<file path="config.mk">
export PLATFORM = sky130hd
export DESIGN_NAME = zfoh_extrap
export DESIGN_NICKNAME = d
export VERILOG_FILES = /design/src/rtl/zfoh_pkg.sv /design/src/rtl/zfoh_tick_ctr.sv /design/src/rtl/zfoh_slope_unit.sv /design/src/rtl/zfoh_ramp_out.sv /design/src/rtl/zfoh_extrap.sv
export SDC_FILE = /design/constraint.sdc
export NUM_CORES = 1
export LEC_CHECK = 0
export ABC_CLOCK_PERIOD_IN_PS = 10400
export CELL_PAD_IN_SITES_DETAIL_PLACEMENT = 1
export CELL_PAD_IN_SITES_GLOBAL_PLACEMENT = 1
export CORE_MARGIN = 1
export CORE_UTILIZATION = 45
export CTS_CLUSTER_DIAMETER = 60
export DETAILED_ROUTE_END_ITERATION = 6
export GPL_ROUTABILITY_DRIVEN = 0
export PLACE_DENSITY_LB_ADDON = 0.1
export SLEW_MARGIN = 20
export SYNTH_ARGS = -nofsm -noshare
export SYNTH_HDL_FRONTEND = slang
export SYNTH_SLANG_ARGS = --single-unit
</file>
<file path="constraint.sdc">
create_clock -name clk -period 10.4 [get_ports clk]
set_clock_uncertainty 0.05 [all_clocks]
set_input_delay 2.08 -clock clk [delete_from_list [all_inputs] [get_ports clk]]
set_output_delay 2.08 -clock clk [all_outputs]
set_load 0.005 [all_outputs]
</file>
<file path="src/rtl/zfoh_pkg.sv">
package zfoh_pkg;

    typedef enum logic {
        HOLD_ZERO  = 1'b0,
        HOLD_FIRST = 1'b1
    } hold_mode_e;

    // fractional bits: one code step divided by the interval length
    function automatic int frac_bits(input int code_w, input int t_log2);
        return code_w + t_log2;
    endfunction

    // accumulator width: reference magnitude, fraction, one headroom bit, sign
    function automatic int acc_bits(input int ref_scale, input int code_w, input int t_log2);
        return $clog2(ref_scale + 1) + frac_bits(code_w, t_log2) + 2;
    endfunction

endpackage

</file>
<file path="src/rtl/zfoh_tick_ctr.sv">
module zfoh_tick_ctr #(
    parameter int T_LOG2 = 3
) (
    input  logic clk,
    input  logic rst,
    input  logic restart,
    input  logic tick,
    output logic adv
);
    localparam logic [T_LOG2-1:0] LAST = '1;

    logic [T_LOG2-1:0] cnt;

    // ramp advances only on a tick that is not pre-empted by a strobe,
    // and only while the interval has steps left
    assign adv = tick && !restart && (cnt != LAST);

    always_ff @(posedge clk) begin
        if (rst || restart) begin
            cnt <= '0;
        end else if (adv) begin
            cnt <= cnt + 1'b1;
        end
    end
endmodule

</file>
<file path="src/rtl/zfoh_slope_unit.sv">
module zfoh_slope_unit #(
    parameter int CODE_W    = 6,
    parameter int T_LOG2    = 3,
    parameter int REF_SCALE = 100,
    parameter int ACC_W     = 18
) (
    input  logic                    clk,
    input  logic                    rst,
    input  logic                    load,
    input  logic [CODE_W-1:0]       code,
    output logic signed [ACC_W-1:0] raw_now,
    output logic signed [ACC_W-1:0] slope_next
);
    localparam logic [ACC_W-1:0] REF_V = ACC_W'(REF_SCALE);

    logic [ACC_W-1:0]        prod;
    logic signed [ACC_W-1:0] prev_raw;
    logic                    primed;
    logic signed [ACC_W-1:0] diff;

    // decoded value = REF * code / 2^CODE_W, held with CODE_W+T_LOG2 fraction bits
    assign prod    = REF_V * ACC_W'(code);
    assign raw_now = signed'(prod << T_LOG2);

    // no predecessor after reset: treat previous as equal to current
    assign diff       = primed ? (raw_now - prev_raw) : '0;
    assign slope_next = diff >>> T_LOG2;

    always_ff @(posedge clk) begin
        if (rst) begin
            prev_raw <= '0;
            primed   <= 1'b0;
        end else if (load) begin
            prev_raw <= raw_now;
            primed   <= 1'b1;
        end
    end
endmodule

</file>
<file path="src/rtl/zfoh_ramp_out.sv">
module zfoh_ramp_out
    import zfoh_pkg::*;
#(
    parameter int ACC_W      = 18,
    parameter int FULL_SCALE = 51200
) (
    input  logic                    clk,
    input  logic                    rst,
    input  logic                    load,
    input  logic                    adv,
    input  hold_mode_e              mode_in,
    input  logic signed [ACC_W-1:0] load_val,
    input  logic signed [ACC_W-1:0] slope_in,
    output logic signed [ACC_W-1:0] out_val,
    output hold_mode_e              mode_q
);
    localparam logic signed [ACC_W-1:0] FULL_V = ACC_W'(FULL_SCALE);

    logic signed [ACC_W-1:0] acc;
    logic signed [ACC_W-1:0] slope_q;
    logic signed [ACC_W-1:0] acc_step;
    logic signed [ACC_W-1:0] acc_clamped;

    assign acc_step = acc + slope_q;

    always_comb begin
        if (acc_step < 0) begin
            acc_clamped = '0;
        end else if (acc_step > FULL_V) begin
            acc_clamped = FULL_V;
        end else begin
            acc_clamped = acc_step;
        end
    end

    always_ff @(posedge clk) begin
        if (rst) begin
            acc     <= '0;
            slope_q <= '0;
            out_val <= '0;
            mode_q  <= HOLD_ZERO;
        end else if (load) begin
            acc     <= load_val;
            slope_q <= slope_in;
            out_val <= load_val;
            mode_q  <= mode_in;
        end else if (adv && (mode_q == HOLD_FIRST)) begin
            acc     <= acc_step;
            out_val <= acc_clamped;
        end
    end
endmodule

</file>
<file path="src/rtl/zfoh_extrap.sv">
module zfoh_extrap
    import zfoh_pkg::*;
#(
    parameter int  CODE_W    = 6,
    parameter int  T_LOG2    = 3,
    parameter int  REF_SCALE = 100,
    localparam int OUT_W     = acc_bits(REF_SCALE, CODE_W, T_LOG2)
) (
    input  logic                    clk,
    input  logic                    rst,
    input  logic                    smp_stb,
    input  logic [CODE_W-1:0]       smp_code,
    input  logic                    fine_tick,
    input  logic                    mode_sel,
    output logic signed [OUT_W-1:0] out_val
);
    localparam int FRAC_W     = frac_bits(CODE_W, T_LOG2);
    localparam int FULL_SCALE = REF_SCALE * (2 ** FRAC_W);

    logic                    adv;
    logic signed [OUT_W-1:0] raw_now;
    logic signed [OUT_W-1:0] slope_next;
    hold_mode_e              mode_in;
    hold_mode_e              mode_act;

    assign mode_in = hold_mode_e'(mode_sel);

    zfoh_tick_ctr #(
        .T_LOG2 (T_LOG2)
    ) u_ctr (
        .clk     (clk),
        .rst     (rst),
        .restart (smp_stb),
        .tick    (fine_tick),
        .adv     (adv)
    );

    zfoh_slope_unit #(
        .CODE_W    (CODE_W),
        .T_LOG2    (T_LOG2),
        .REF_SCALE (REF_SCALE),
        .ACC_W     (OUT_W)
    ) u_slope (
        .clk        (clk),
        .rst        (rst),
        .load       (smp_stb),
        .code       (smp_code),
        .raw_now    (raw_now),
        .slope_next (slope_next)
    );

    zfoh_ramp_out #(
        .ACC_W      (OUT_W),
        .FULL_SCALE (FULL_SCALE)
    ) u_ramp (
        .clk      (clk),
        .rst      (rst),
        .load     (smp_stb),
        .adv      (adv),
        .mode_in  (mode_in),
        .load_val (raw_now),
        .slope_in (slope_next),
        .out_val  (out_val),
        .mode_q   (mode_act)
    );
endmodule

</file>
* Word-level counts from Yosys, hierarchy flattened
Cells that the tools add are included.
** Storage, ports and cells
- Register bits :: 67
- Input port bits :: 11
- Output and inout port bits :: 18
- Word-level logic and storage cells :: 30
** Cells by class
- Add/subtract/negate cells :: 3
- $mul :: 1
- Magnitude comparators :: 2
- Equal/unequal tests :: 1
- Muxes and demuxes :: 7
- Reduce and logical (&&, ||, !) cells :: 7
** Operators with widths (count)
- two-way mux 16 bit :: 4
- two-way mux 18 bit :: 3
- adder 18 x 15 -> 18 bit :: 1
- greater-than comparator 18 x 17 -> 1 bit (second input constant) :: 1
- < comparator 18 x 1 -> 1 bit (second input constant) :: 1
- subtractor 16 x 16 -> 17 bit :: 1
- multiplier 5 x 6 -> 11 bit (first input constant) :: 1
- adder 3 x 1 -> 3 bit (second input constant) :: 1
- logical AND 1 bit :: 3
- inequality test 3 bit (second input constant) :: 1
- nonzero test 2 bit :: 1
- OR reduction 2 bit :: 1
- logical NOT 1 bit :: 1
- logical OR 1 bit :: 1

* Depth between registers and ports, before layout
- Depth in word-level cells :: 6
- Depth in mapped cells :: 15
- Gate-level depth less buffers :: 15

* Hierarchy
A second synthesis with hierarchy kept.
** Unflattened totals
- Cells, all modules :: 606
- Area total of the unflattened synthesis :: 5071.1 µm²
** By module, submodules not included
- zfoh_ramp_out :: times used 1, cells an instance 402, area each 3300.7 µm², sequential area each 1101.1 µm²
- zfoh_slope_unit :: times used 1, cells an instance 191, area each 1616.6 µm², sequential area each 240.2 µm²
- zfoh_tick_ctr :: times used 1, cells an instance 13, area each 153.9 µm², sequential area each 60.1 µm²

* Worst setup path after synthesis
Ideal clock, no wire load.
- Kind :: input to register
- From :: in smp_code[1]
- To :: reg u_ramp.slope_q[13]
- Library setup time :: 0.101 ns
- Arrival time :: 4.809 ns
- Required time :: 10.249 ns
- Path slack :: 5.440 ns
- Cell stages on the path :: 12
- Buffers on the path :: 0
- Cells stage by stage :: ha_1 > ha_1 > ha_1 > ha_1 > a21o_1 > a21oi_1 > xnor2_1 > ha_1 > or3_1 > o211a_1 > o21a_1 > o41ai_1
** On the way
- Cells in the longest elaborated chain, start to end :: 3
** Ends and longest elaborated chain
- start, declared :: RTL line zfoh_extrap.sv:12 : input logic [CODE_W-1:0] smp_code,
- multiplier 5 x 6 -> 11 bit :: RTL line zfoh_slope_unit.sv:22 : assign prod = REF_V * ACC_W'(code);
- named net raw_now[12] :: RTL line zfoh_extrap.sv:21 : logic signed [OUT_W-1:0] raw_now;
- subtractor 16 x 16 -> 17 bit :: RTL line zfoh_slope_unit.sv:26 : assign diff = primed ? (raw_now - prev_raw) : '0;
- two-way mux 18 bit :: RTL line zfoh_slope_unit.sv:26
- end signal, assigned :: RTL line zfoh_ramp_out.sv:44 : slope_q <= slope_in;
- end, declared :: RTL line zfoh_ramp_out.sv:20 : logic signed [ACC_W-1:0] slope_q;
The timed path passes the listed nets, and every way through them passes these cells.
A chain may end at the register's enable or synchronous reset.

* Final worst setup path
- From :: in smp_code[1]
- To :: reg u_ramp.slope_q[12]
Same word-level chain as after synthesis.

==> results by group <==
Yosys
  – Yosys top cell by area: dfxtp_1
  – Most frequent cell after synthesis: dfxtp_1
  – Synth top area share: 30.9%
  – Syn_area_per_cell: 8.36 um2
  – Syn Inst Count: 457
  – Distinct cells, synth: 57
  – Cell Area, Synth: 3820 um2
  – Seq/Total Area, Yosys: 30.9%
  – Ys async rst share: 0%
  – YS warnings: 0
  – Synth top cells by count: dfxtp_1, nand2_1, ha_1
  – Top cells by area, synth: dfxtp_1, ha_1, nand2_1, a21oi_1, nor2_1
  – Number of synthesized flops with an enable pin: 0
  – Post-synth top flop: dfxtp_1
  – Number of synthesized register bits: 59

Global routing
  – Largest net degree at the start of global routing: 40
  – First-pass GRT wire length: 17,300 um
  – Tot GR Track Use: 25.6%
  – Vias in the first global route: 3,479
  – Initial antenna violation count: 0
  – GRT overflow: 0

Worst setup path
  – Setup slack, reg-to-reg: 6.99 ns
  – Worst reg-to-reg path cell count: 10
  – Worst path most repeated cell: ha_1
  – Worst path arrival time: 5.74 ns
  – CP top delay family: adder cells
  – Startpoint Class: input pin
  – CP Cell Sequence: clkdlybuf4s50_1, ha_1, ha_1, ha_1, inv_1, fa_1, inv_1, a21oi_1, o21bai_1, xor2_1, ha_1, nor2_1, nor2_1, a31oi_1, xor2_1, o21ai_0
  – Reg-to-Reg End: u_ramp.out_val[5]
  – Critical path required time: 10.56 ns
  – CP Buf/Inv Count: 3
  – Crit-path slowest cell: clkdlybuf4s50_1
  – Worst r2r src: u_ramp.slope_q[2]
  – Crit path capture type: register
  – CP max FO: 7
  – CP Class: in -> reg
  – Worst path max stage delay: 0.65 ns

CTS
  – Worst-skew pair later-pin latency: 0.34 ns
  – Hold Buf Count CTS: 0
  – Post-CTS setup buffers: 0
  – CTS tree: yes
  – Clock slew at reported path FFs: 0.06 ns
  – CTS H-tree lvls: 3
  – Root buf cell: clkbuf_8
  – CTS resizes: 0
  – CTS sink count: 59
  – Deepest clock path buffer count: 2
  – CTS Buf Count: 9

Die
  – I/O pin count: 29
  – Die area: 8860 um2
  – Die width: 94.2 um
  – Row count: 33
  – Die Ht: 94.2 um
  – CORE AREA: 8220 um2
  – Initial Util: 46.5%

Route
  – Post-DRT Antenna Nets: 0
  – DRC violations left: 0
  – Via count: 3,352
  – WL per Instance: 17.8 um
  – Final wirelength: 10,500 um
  – Via density per instance: 5.68
  – DR pass1 iterations: 4
  – Initial DRC Count: 137

Timing
  – Max Freq: 0.179 GHz
  – Final hold violation count: 0
  – Period minus WS final: 5.58 ns
  – Setup TNS: 0 ns
  – Period utilization: 53.6%
  – Final setup fails: 0
  – Rel. slew slack: 34.9%
  – RSZ-0062 raised after global routing: no
  – Hold slack: 0.414 ns
  – Final Max Tran Viols: 0
  – Worst-Margin Slew: 0.975 ns

Hold path
  – Worst hold endpoint: u_ramp.out_val[4]
  – Worst hold start: u_ramp.out_val[4]
  – Hold Path Class: reg -> reg
  – Hold path cells: 2

Final layout
  – N_diodes: 0
  – Finished Cell Area: 4330 um2
  – Share of cells above drive strength 1: 5.98%
  – Filler cells: 1,013
  – Area of the multi-input gates: 2440 um2
  – Nets: 545
  – Register area: 1180 um2
  – Syn-to-layout area delta: 13.4%
  – Finished Core Util: 52.7%

Job
  – Max-Cap Viols: 0

Power and ir drop
  – PwrDens: 166 nW/um2
  – VDD IR max: 66.9 uV
  – Final Total Pwr: 0.000721 W
  – Lkg Pwr: 1.83 nW

Place
  – Port Buffers: 25
  – Hpwl dp: 7880 um
  – Placed Area: 4150 um2

Run status
  – Run status: complete, no violations
worst max path at each step:
stage | from | slack, ns | to | cells past startpoint
floorplan | smp_code[1] | 5.44 | u_ramp.slope_q[13] | 12
finish | smp_code[1] | 4.82 | u_ramp.slope_q[12] | 16
global placement | smp_code[1] | 4.66 | u_ramp.slope_q[13] | 13
global route | smp_code[1] | 4.56 | u_ramp.slope_q[13] | 13
detailed placement | smp_code[1] | 4.46 | u_ramp.slope_q[13] | 13
CTS | smp_code[1] | 4.81 | u_ramp.slope_q[13] | 13
worst min-delay path, cell delays in order (launching register included):
cell     delay (ns)
dfxtp_1        0.31
nand2_1        0.06
o21ai_1        0.05
through the flow:
stage	worst slack [ns]	instances
final	4.82	590
after global routing	4.56	590
after CTS	4.81	590
after detailed placement	4.46	574
after global placement	4.66	574
after floorplan	5.44	459
cell families (layout without fill, tap and decap cells):
kind of cell,count (synthesis),after routing,share of synthesized area (%)
flops,59,59,30.9
other cells,1,3,0.0981
xor+xnor,24,24,5.50
simple gates,134,134,15.7
buf+inv,52,78,5.60
compound gates,127,127,22.3
fa+ha+maj,54,54,18.3
mux,6,6,1.57
layout by cell type (no fill, tap or decap), types with 3 or more instances in the layout:
cell type and count:
mux2i_1 6, o31ai_1 3, a21boi_0 5, or2_2 4
a21o_1 8, xor2_1 11, nor2_1 36, nand3b_1 3
o21ai_1 3, inv_1 32, nor3_1 11, clkdlybuf4s50_1 25
a211oi_1 4, o22ai_1 7, dfxtp_1 59, ha_1 51
a31oi_1 10, buf_4 4, clkbuf_8 11, a21oi_1 30
nor3b_1 4, a22oi_1 6, a221oi_1 4, o211ai_1 5
fa_1 3, o21bai_1 4, or3_1 3, conb_1 3
o21ai_0 20, nand2_1 58, xnor2_1 13
report_power, final:
| part | internal (W) | switching (W) | total [W] |
|---|---|---|---|
| logic | 0.000111 | 0.000154 | 0.000266 |
| registers | 0.000246 | 0.0000142 | 0.000260 |
| clock network | 0.0000987 | 0.0000960 | 0.000195 |
layer usage:
metal | share of wire, % | vias to the layer above | global-route usage [%]
met5 | 0 | - | 0
met4 | 1.1 | 0 | 6.92
met3 | 3.0 | 9 | 4.21
met2 | 47 | 44 | 43.1
met1 | 48 | 1633 | 33.3
li1 | - | 1666 | -
area by class of cell:
class                      count  share of cell area, %
sequential                    59                   27.3
tap                          105                   3.03
timing repair buffer          29                   6.47
multi-input combinational    348                   56.2
clock inverter                 4                  0.578
clock buffer                  12                   3.58
inverter                      33                   2.86
registers in the layout, indices dropped and copies added, names as in the netlist:
| signal | count |
|---|---|
| u_ctr.cnt | 3 |
| u_ramp.acc | 16 |
| u_ramp.mode_q | 1 |
| u_ramp.out_val | 15 |
| u_ramp.slope_q | 12 |
| u_slope.prev_raw | 11 |
| u_slope.primed | 1 |
Power figures use the tool's default switching activity.
